===== src/rtl/twi_mem_pkg.sv =====
package twi_mem_pkg;
   localparam logic [3:0] DEV_TYPE = 4'b1010;
   localparam logic [2:0] DEV_RSV  = 3'b000;

   typedef enum logic [2:0] {
      ST_IDLE,
      ST_DEV,
      ST_WORD,
      ST_WDATA,
      ST_RDATA
   } twi_st_e;

   typedef enum logic [1:0] {
      WC_IDLE,
      WC_PROG,
      WC_WAIT
   } wc_phase_e;
endpackage


===== src/rtl/twi_line_sync.sv =====
module twi_line_sync #(
   parameter int STAGES = 2
) (
   input  logic clk,
   input  logic rst_n,
   input  logic scl_i,
   input  logic sda_i,
   output logic sda_s,
   output logic scl_s,
   output logic scl_rise,
   output logic scl_fall,
   output logic start_det,
   output logic stop_det
);
   logic [STAGES-1:0] scl_pipe, sda_pipe;
   logic              scl_q, sda_q;

   always_ff @(posedge clk or negedge rst_n) begin
      if (!rst_n) begin
         scl_pipe <= '1;
         sda_pipe <= '1;
         scl_q    <= 1'b1;
         sda_q    <= 1'b1;
      end else begin
         scl_pipe <= {scl_pipe[STAGES-2:0], scl_i};
         sda_pipe <= {sda_pipe[STAGES-2:0], sda_i};
         scl_q    <= scl_pipe[STAGES-1];
         sda_q    <= sda_pipe[STAGES-1];
      end
   end

   assign scl_s     = scl_pipe[STAGES-1];
   assign sda_s     = sda_pipe[STAGES-1];
   assign scl_rise  = scl_s & ~scl_q;
   assign scl_fall  = ~scl_s & scl_q;
   assign start_det = scl_s & scl_q & sda_q & ~sda_s;
   assign stop_det  = scl_s & scl_q & ~sda_q & sda_s;
endmodule


===== src/rtl/twi_store_array.sv =====
module twi_store_array #(
   parameter int ADDR_W = 8,
   parameter int DATA_W = 8
) (
   input  logic              clk,
   input  logic              we,
   input  logic [ADDR_W-1:0] waddr,
   input  logic [DATA_W-1:0] wdata,
   input  logic [ADDR_W-1:0] raddr,
   output logic [DATA_W-1:0] rdata
);
   localparam int DEPTH = 1 << ADDR_W;

   logic [DATA_W-1:0] mem [DEPTH];

   always_ff @(posedge clk) begin
      if (we) mem[waddr] <= wdata;
      rdata <= mem[raddr];
   end
endmodule


===== src/rtl/twi_wr_cycle.sv =====
module twi_wr_cycle
   import twi_mem_pkg::*;
#(
   parameter int ADDR_W      = 8,
   parameter int PAGE_W      = 2,
   parameter int WCYCLE_CLKS = 1000
) (
   input  logic                     clk,
   input  logic                     rst_n,
   input  logic                     ld_en,
   input  logic [PAGE_W-1:0]        ld_idx,
   input  logic [7:0]               ld_data,
   input  logic [ADDR_W-PAGE_W-1:0] ld_page,
   input  logic                     commit,
   input  logic                     discard,
   output logic                     busy,
   output logic                     mem_we,
   output logic [ADDR_W-1:0]        mem_waddr,
   output logic [7:0]               mem_wdata
);
   localparam int SLOTS = 1 << PAGE_W;
   localparam int CW    = $clog2(WCYCLE_CLKS + 1);

   wc_phase_e                phase_q;
   logic [7:0]               slot_q [SLOTS];
   logic [SLOTS-1:0]         valid_q;
   logic [ADDR_W-PAGE_W-1:0] page_q;
   logic [PAGE_W-1:0]        idx_q;
   logic [CW-1:0]            cnt_q;

   always_ff @(posedge clk) begin
      if (ld_en && phase_q == WC_IDLE) slot_q[ld_idx] <= ld_data;
   end

   always_ff @(posedge clk or negedge rst_n) begin
      if (!rst_n) begin
         phase_q <= WC_IDLE;
         valid_q <= '0;
         page_q  <= '0;
         idx_q   <= '0;
         cnt_q   <= '0;
      end else begin
         case (phase_q)
            WC_IDLE: begin
               if (ld_en) begin
                  valid_q[ld_idx] <= 1'b1;
                  page_q          <= ld_page;
               end
               if (discard) valid_q <= '0;
               if (commit) begin
                  phase_q <= WC_PROG;
                  idx_q   <= '0;
               end
            end
            WC_PROG: begin
               idx_q <= idx_q + PAGE_W'(1);
               if (idx_q == PAGE_W'(SLOTS - 1)) begin
                  phase_q <= WC_WAIT;
                  cnt_q   <= '0;
               end
            end
            WC_WAIT: begin
               cnt_q <= cnt_q + CW'(1);
               if (cnt_q == CW'(WCYCLE_CLKS - 1)) begin
                  phase_q <= WC_IDLE;
                  valid_q <= '0;
               end
            end
            default: phase_q <= WC_IDLE;
         endcase
      end
   end

   assign busy      = (phase_q != WC_IDLE);
   assign mem_we    = (phase_q == WC_PROG) && valid_q[idx_q];
   assign mem_waddr = {page_q, idx_q};
   assign mem_wdata = slot_q[idx_q];

   // the engine commits only while no cycle is running
   a_r7_commit_when_idle: assert property (@(posedge clk) disable iff (!rst_n)
      commit |-> !busy);
   // a discard never meets a running cycle
   a_r9_discard_when_idle: assert property (@(posedge clk) disable iff (!rst_n)
      discard |-> !busy);
endmodule


===== src/rtl/twi_proto_fsm.sv =====
module twi_proto_fsm
   import twi_mem_pkg::*;
#(
   parameter int ADDR_W = 8,
   parameter int PAGE_W = 2
) (
   input  logic                     clk,
   input  logic                     rst_n,
   input  logic                     scl_s,
   input  logic                     sda_s,
   input  logic                     scl_rise,
   input  logic                     scl_fall,
   input  logic                     start_det,
   input  logic                     stop_det,
   input  logic                     wc_busy,
   input  logic [7:0]               rd_data,
   output logic                     sda_pull,
   output logic [ADDR_W-1:0]        cur_addr,
   output logic                     ld_en,
   output logic [PAGE_W-1:0]        ld_idx,
   output logic [7:0]               ld_data,
   output logic [ADDR_W-PAGE_W-1:0] ld_page,
   output logic                     commit,
   output logic                     discard
);
   twi_st_e     st_q, nxt_q;
   logic [3:0]  bitcnt_q;
   logic        in_ack_q;
   logic [7:0]  shreg_q;
   logic [7:0]  tx_q;
   logic        mack_q;
   logic        pending_q;
   logic        dev_match;
   logic [PAGE_W-1:0] lo_next;

   assign dev_match = (shreg_q[7:4] == DEV_TYPE) && (shreg_q[3:1] == DEV_RSV) && !wc_busy;
   assign lo_next   = cur_addr[PAGE_W-1:0] + PAGE_W'(1);

   always_ff @(posedge clk or negedge rst_n) begin
      if (!rst_n) begin
         st_q      <= ST_IDLE;
         nxt_q     <= ST_IDLE;
         bitcnt_q  <= '0;
         in_ack_q  <= 1'b0;
         shreg_q   <= '0;
         tx_q      <= '0;
         mack_q    <= 1'b0;
         pending_q <= 1'b0;
         sda_pull  <= 1'b0;
         cur_addr  <= '0;
         ld_en     <= 1'b0;
         ld_idx    <= '0;
         ld_data   <= '0;
         ld_page   <= '0;
         commit    <= 1'b0;
         discard   <= 1'b0;
      end else begin
         ld_en   <= 1'b0;
         commit  <= 1'b0;
         discard <= 1'b0;
         if (start_det) begin
            st_q     <= ST_DEV;
            bitcnt_q <= '0;
            in_ack_q <= 1'b0;
            sda_pull <= 1'b0;
            if (pending_q) begin
               discard   <= 1'b1;
               pending_q <= 1'b0;
            end
         end else if (stop_det) begin
            st_q     <= ST_IDLE;
            in_ack_q <= 1'b0;
            sda_pull <= 1'b0;
            if (pending_q) begin
               commit    <= 1'b1;
               pending_q <= 1'b0;
            end
         end else begin
            case (st_q)
               ST_DEV, ST_WORD, ST_WDATA: begin
                  if (scl_rise && !in_ack_q && bitcnt_q < 4'd8) begin
                     shreg_q  <= {shreg_q[6:0], sda_s};
                     bitcnt_q <= bitcnt_q + 4'd1;
                  end
                  if (scl_fall) begin
                     if (in_ack_q) begin
                        in_ack_q <= 1'b0;
                        bitcnt_q <= '0;
                        st_q     <= nxt_q;
                        if (nxt_q == ST_RDATA) begin
                           tx_q     <= rd_data;
                           sda_pull <= ~rd_data[7];
                        end else begin
                           sda_pull <= 1'b0;
                        end
                     end else if (bitcnt_q == 4'd8) begin
                        case (st_q)
                           ST_DEV: begin
                              if (dev_match) begin
                                 sda_pull <= 1'b1;
                                 in_ack_q <= 1'b1;
                                 nxt_q    <= shreg_q[0] ? ST_RDATA : ST_WORD;
                              end else begin
                                 st_q <= ST_IDLE;
                              end
                           end
                           ST_WORD: begin
                              cur_addr <= shreg_q[ADDR_W-1:0];
                              sda_pull <= 1'b1;
                              in_ack_q <= 1'b1;
                              nxt_q    <= ST_WDATA;
                           end
                           default: begin
                              ld_en     <= 1'b1;
                              ld_idx    <= cur_addr[PAGE_W-1:0];
                              ld_page   <= cur_addr[ADDR_W-1:PAGE_W];
                              ld_data   <= shreg_q;
                              cur_addr  <= {cur_addr[ADDR_W-1:PAGE_W], lo_next};
                              pending_q <= 1'b1;
                              sda_pull  <= 1'b1;
                              in_ack_q  <= 1'b1;
                              nxt_q     <= ST_WDATA;
                           end
                        endcase
                     end
                  end
               end
               ST_RDATA: begin
                  if (scl_rise) begin
                     if (in_ack_q) mack_q <= ~sda_s;
                     else if (bitcnt_q < 4'd8) bitcnt_q <= bitcnt_q + 4'd1;
                  end
                  if (scl_fall) begin
                     if (in_ack_q) begin
                        in_ack_q <= 1'b0;
                        bitcnt_q <= '0;
                        if (mack_q) begin
                           tx_q     <= rd_data;
                           sda_pull <= ~rd_data[7];
                        end else begin
                           st_q     <= ST_IDLE;
                           sda_pull <= 1'b0;
                        end
                     end else if (bitcnt_q == 4'd8) begin
                        sda_pull <= 1'b0;
                        in_ack_q <= 1'b1;
                        mack_q   <= 1'b0;
                        cur_addr <= cur_addr + ADDR_W'(1);
                     end else if (bitcnt_q != 4'd0) begin
                        tx_q     <= {tx_q[6:0], 1'b0};
                        sda_pull <= ~tx_q[6];
                     end
                  end
               end
               default: ;
            endcase
         end
      end
   end

   // the pull request moves only while the synchronized clock line is low
   a_r11_pull_moves_scl_low: assert property (@(posedge clk) disable iff (!rst_n)
      !$stable(sda_pull) |-> !scl_s);
   // no acknowledge of the address while a write cycle runs
   a_r7_busy_no_ack: assert property (@(posedge clk) disable iff (!rst_n)
      (wc_busy && st_q == ST_DEV) |-> !sda_pull);
   // a stop releases the line and parks the engine
   a_r1_stop_releases: assert property (@(posedge clk) disable iff (!rst_n)
      stop_det |=> (!sda_pull && st_q == ST_IDLE));
   // a start always begins address reception
   a_r1_start_to_dev: assert property (@(posedge clk) disable iff (!rst_n)
      start_det |=> (st_q == ST_DEV && !sda_pull));
   // an idle engine never drives
   a_r3_idle_quiet: assert property (@(posedge clk) disable iff (!rst_n)
      (st_q == ST_IDLE) |-> !sda_pull);
endmodule


===== src/rtl/twi_mem_slave.sv =====
module twi_mem_slave #(
   parameter int ADDR_W      = 8,
   parameter int PAGE_W      = 2,
   parameter int WCYCLE_CLKS = 1000,
   parameter int SYNC_STAGES = 2
) (
   input  logic clk,
   input  logic rst_n,
   input  logic scl_i,
   input  logic sda_i,
   output logic sda_pull_o
);
   generate
      if (ADDR_W > 8 || ADDR_W <= PAGE_W) begin : g_bad_addr
         $error("twi_mem_slave: ADDR_W must be in PAGE_W+1..8");
      end
      if (PAGE_W < 1) begin : g_bad_page
         $error("twi_mem_slave: PAGE_W must be at least 1");
      end
      if (SYNC_STAGES < 2) begin : g_bad_sync
         $error("twi_mem_slave: SYNC_STAGES must be at least 2");
      end
      if (WCYCLE_CLKS < 1) begin : g_bad_wc
         $error("twi_mem_slave: WCYCLE_CLKS must be positive");
      end
   endgenerate

   logic                     sda_s, scl_s, scl_rise, scl_fall, start_det, stop_det;
   logic                     wc_busy, mem_we;
   logic [ADDR_W-1:0]        cur_addr, mem_waddr;
   logic [7:0]               mem_wdata, rd_data, ld_data;
   logic                     ld_en, commit, discard;
   logic [PAGE_W-1:0]        ld_idx;
   logic [ADDR_W-PAGE_W-1:0] ld_page;

   twi_line_sync #(.STAGES(SYNC_STAGES)) u_sync (
      .clk(clk), .rst_n(rst_n), .scl_i(scl_i), .sda_i(sda_i),
      .sda_s(sda_s), .scl_s(scl_s), .scl_rise(scl_rise), .scl_fall(scl_fall),
      .start_det(start_det), .stop_det(stop_det)
   );

   twi_proto_fsm #(.ADDR_W(ADDR_W), .PAGE_W(PAGE_W)) u_fsm (
      .clk(clk), .rst_n(rst_n), .scl_s(scl_s), .sda_s(sda_s),
      .scl_rise(scl_rise), .scl_fall(scl_fall),
      .start_det(start_det), .stop_det(stop_det),
      .wc_busy(wc_busy), .rd_data(rd_data), .sda_pull(sda_pull_o),
      .cur_addr(cur_addr), .ld_en(ld_en), .ld_idx(ld_idx), .ld_data(ld_data),
      .ld_page(ld_page), .commit(commit), .discard(discard)
   );

   twi_wr_cycle #(.ADDR_W(ADDR_W), .PAGE_W(PAGE_W), .WCYCLE_CLKS(WCYCLE_CLKS)) u_wc (
      .clk(clk), .rst_n(rst_n), .ld_en(ld_en), .ld_idx(ld_idx), .ld_data(ld_data),
      .ld_page(ld_page), .commit(commit), .discard(discard), .busy(wc_busy),
      .mem_we(mem_we), .mem_waddr(mem_waddr), .mem_wdata(mem_wdata)
   );

   twi_store_array #(.ADDR_W(ADDR_W), .DATA_W(8)) u_array (
      .clk(clk), .we(mem_we), .waddr(mem_waddr), .wdata(mem_wdata),
      .raddr(cur_addr), .rdata(rd_data)
   );
endmodule


===== config.mk =====
export PLATFORM = sky130hd
export DESIGN_NAME = twi_mem_slave
export DESIGN_NICKNAME = d
export VERILOG_FILES = /design/src/rtl/twi_mem_pkg.sv /design/src/rtl/twi_line_sync.sv /design/src/rtl/twi_store_array.sv /design/src/rtl/twi_wr_cycle.sv /design/src/rtl/twi_proto_fsm.sv /design/src/rtl/twi_mem_slave.sv
export SDC_FILE = /design/constraint.sdc
export NUM_CORES = 2
export LEC_CHECK = 0
export BUFFER_PORTS_ARGS = -buffer_cell sky130_fd_sc_hd__buf_2
export CAP_MARGIN = 40
export CORE_MARGIN = 2
export CORE_UTILIZATION = 28
export DETAILED_ROUTE_END_ITERATION = 10
export SKIP_CTS_REPAIR_TIMING = 1
export SYNTH_ARGS = -nofsm -noshare
export SYNTH_HDL_FRONTEND = slang
export SYNTH_SLANG_ARGS = --single-unit

===== constraint.sdc =====
create_clock -name clk -period 3.3 [get_ports clk]
set_clock_uncertainty 0.15 [all_clocks]
set_input_delay 0.99 -clock clk [delete_from_list [all_inputs] [get_ports clk]]
set_output_delay 0.99 -clock clk [all_outputs]
set_load 0.02 [all_outputs]

==> summary.md <==
| Metric | Value |
|---|---|
| Status | `complete, but fails checks` |
| Failing checks | `negative setup slack` |
| Number of flops mapped to enable cells by yosys | `2080` |
| Lkg Pwr | `0.0239 uW` |
| Required time worst endpoint | `3.88 ns` |
| Routed WL | `241000 um` |
| Max Transition Viols Final | `0` |
| Kind of start point of the critical path | `flip-flop` |
| Hold depth | `1` |
| Setup violations, final | `2` |
| Buf+Inv Stages, Crit Path | `3` |
| Dpl hpwl | `157000 um` |
| # rows | `202` |
| Synth top cells by count | `edfxtp_1 (2080), mux4_2 (456), nor2_1 (309), mux2i_1 (178), nand2_1 (105)` |
| Synth area leader | `edfxtp_1` |
| Clock latency on the worst-skew pair | `0.87 ns` |
| Slew @ Worst Pin | `0.935 ns` |
| Post-synth top flop | `edfxtp_1` |
| CP arrival | `3.95 ns` |
| Crit end category | `flip-flop` |
| Final hold vios | `0` |
| Post-Syn Area | `84800 um2` |
| First-pass GRT wire length | `341000 um` |
| Power Density | `530 nW/um2` |
| Register-to-register setup slack | `-0.06 ns` |
| Cells after Synth | `4193` |
| DIE WIDTH | `554 um` |
| Worst path cell trace | `buf_16, buf_12, mux4_2, a22oi_1, a21oi_1, nor3_2, buf_4, a221o_1, o21ai_1` |
| CTS tree | `yes` |
| Post-route minimum period | `3.36 ns` |
| Final Cycle Share | `1.02` |
| Core area | `302000 um2` |
| Max FO, Critical Path | `27` |
| CP max stage delay | `0.54 ns` |
| Max H-tree Level | `4` |
| Root buf cell | `clkbuf_16` |
| Layout cells sized above 1 | `0.309` |
| Util after Layout | `0.337` |
| Global route total overflow | `0` |
| Die ar. | `307000 um2` |
| Simple-gate portion of the synthesized area | `0.0299` |
| Yosys reg bits | `2174` |
| DP Area | `94400 um2` |
| Critical path's top delay family | `compound AO/OA/AOI/OAI gates` |
| Final instance area | `102000 um2` |
| Starting Density | `0.281` |
| Final Net Count | `4861` |
| Vias in the first global route | `45.4k` |
| Synth Area in Compound Gates | `0.0391` |
| Chip height | `554 um` |
| Antenna-violating nets left | `0` |
| First-pass DRT Iterations | `5` |
| Max-Cap Viols | `0` |
| Register area share after synthesis | `0.764` |
| Largest net degree at the start of global routing | `137` |
| Unique masters post-synth | `76` |
| Clock Pin Slew Worst Setup and Hold Paths | `0.06 ns` |
| I/O Buffers | `4` |
| Clock sinks | `2174` |
| PnR worst setup slack | `-0.0639 ns` |
| Yosys synthesis warning count | `0` |
| Initial antenna violation count | `12` |
| Maximum clock path buffer count | `3` |
| Mux cell area share after synthesis | `0.148` |
| Count leader, synth | `edfxtp_1` |
| Reg2Reg Depth | `9` |
| Via/cell ratio | `5.07` |
| Async SR Flop Fraction | `0.0396` |
| Crit. path cell count | `9` |
| Hold Crit Class | `in -> reg` |
| RSZ-0062 raised after global routing | `true` |
| Ports | `5` |
| Total Routing Usage GR | `0.153` |
| CTS buffer count | `213` |
| N_diodes | `0` |
| Initial DRC count | `5960` |
| IR drop worst, VDD | `0.596 mV` |
| DR vias | `45.7k` |
| Max Freq | `297 MHz` |
| Area Overhead vs Synth | `19.9%` |
| Post-synth top area share | `0.736` |
| Dominant cells by area after synthesis | `edfxtp_1 (74%), mux4_2 (12%), dfrtp_1 (2.4%)` |
| Avg Cell Area, Syn | `20.2 um2` |
| Largest family of logic cells by synthesized area | `multiplexers` |
| Routed WL per cell | `26.8 um` |
| Pre-CTS setup slack | `-0.553 ns` |
| Max_slew headroom | `0.377` |
| Slowest CP cell | `mux4_2` |
| Syn Nets | `4206` |
| Residual DRC | `0` |
| Adder-Cell Fraction of Synth Area | `0.00133` |
| Kind of critical path | `reg -> reg` |
| Post-synthesis xor/xnor area fraction | `0.000516` |
| GPL Wtd Cong | `0.887` |
-- registers in the layout (all words and copies together) (netlist names), 3 cells and up --
name / count
u_fsm.tx_q: 7
u_fsm.ld_page: 6
u_fsm.st_q: 3
u_wc.valid_q: 4
u_fsm.shreg_q: 8
u_array.mem: 2048
u_array.rdata: 8
u_wc.slot_q: 32
u_wc.cnt_q: 10
u_wc.page_q: 6
u_fsm.bitcnt_q: 4
u_fsm.ld_data: 8
u_fsm.nxt_q: 3
u_fsm.cur_addr: 8
-- power by group --
group / total (uW) / internal [uW] / switching (uW)
logic: 123 / 47.2 / 75.5
clock network: 24000 / 13400 / 10600
registers: 29900 / 29800 / 62.7
-- cell families after synthesis --
family	Yosys count
multiplexers	680
AO/OA/AOI/OAI	473
AND/OR/NAND/NOR	577
flip-flops	2174
XOR/XNOR	5
buffers and inverters	275
adder cells (fa/ha/maj)	9
-- metrics by stage --
| step | setup TNS (ns) | power (uW) | std cells | hold slack [ns] |
|---|---|---|---|---|
| 3_3_place_gp | -2.25 | 30600 | 8577 | 0.201 |
| 3_5_place_dp | -1.87 | 30600 | 8584 | 0.200 |
| 5_1_grt | -0.0905 | 55400 | 9006 | 0.0698 |
| 2_1_floorplan | -568.77 | 30500 | 4193 | 0.195 |
| 4_1_cts | -2.06 | 54300 | 8979 | -0.141 |
| 6_report | -0.0849 | 54000 | 9006 | 0.0860 |
-- worst register-to-register path: cells and delay by family, from the launching register on --
| kind | cells | cell delay (ns) |
|---|---|---|
| mux | 1 | 0.57 |
| buf+inv | 3 | 0.71 |
| simple gates | 1 | 0.37 |
| compound gates | 4 | 0.97 |
| flops | 1 | 0.48 |
-- layout make-up --
| type | instances | area [um2] |
|---|---|---|
| Fill cell | 28192 | 200000 |
| Tap cell | 3978 | 4980 |
| Sequential cell | 2174 | 64800 |
| Clock buffer | 271 | 5680 |
| Multi-Input combinational cell | 1744 | 18800 |
| Inverter | 22 | 82.6 |
| Timing Repair Buffer | 693 | 6210 |
| Clock inverter | 124 | 1200 |
-- placed cells by master, fill, tap and decap left out, types with 15 or more instances in the layout --
| cell type | synthesis | final |
|---|---|---|
| clkinv_1 | 0 | 45 |
| a221oi_1 | 29 | 26 |
| mux4_2 | 456 | 448 |
| bufinv_16 | 0 | 15 |
| a211oi_1 | 22 | 20 |
| buf_4 | 30 | 606 |
| clkbuf_16 | 0 | 217 |
| nor3_1 | 26 | 23 |
| edfxtp_1 | 2080 | 2080 |
| nand2_1 | 105 | 105 |
| o21ai_0 | 67 | 67 |
| o22ai_1 | 26 | 26 |
| nand3_1 | 47 | 43 |
| a22o_1 | 17 | 17 |
| mux2_2 | 46 | 46 |
| a21oi_1 | 81 | 81 |
| clkinv_2 | 0 | 39 |
| buf_12 | 0 | 71 |
| o221ai_1 | 29 | 29 |
| clkbuf_1 | 104 | 48 |
| nor2_1 | 309 | 307 |
| mux2i_1 | 178 | 177 |
| dfrtp_1 | 80 | 74 |
| a31oi_1 | 23 | 23 |
| a22oi_1 | 89 | 88 |
| inv_1 | 22 | 21 |
| nor2b_1 | 19 | 16 |
-- layer usage --
layer,global-route usage,vias to the layer above,part of all wire
met5,0,-,0.00032
li1,-,18689,-
met2,0.241,2257,0.46
met4,0.0490,12,0.034
met3,0.0332,425,0.093
met1,0.210,24296,0.41
-- path summary, 6_finish.rpt --
kind	start	endpoint
worst max-delay path	u_fsm.cur_addr[0]	u_array.rdata[0]
worst min-delay path	scl_i	u_sync.scl_pipe[0]
min in group asynchronous	rst_n	u_fsm.nxt_q[0]
max in group asynchronous	rst_n	u_fsm.ld_data[0]
worst max register to register	u_fsm.cur_addr[0]	u_array.rdata[0]
worst min register to register	u_sync.sda_pipe[0]	u_sync.sda_pipe[1]
Note: power is estimated with default switching activity, not from simulation.
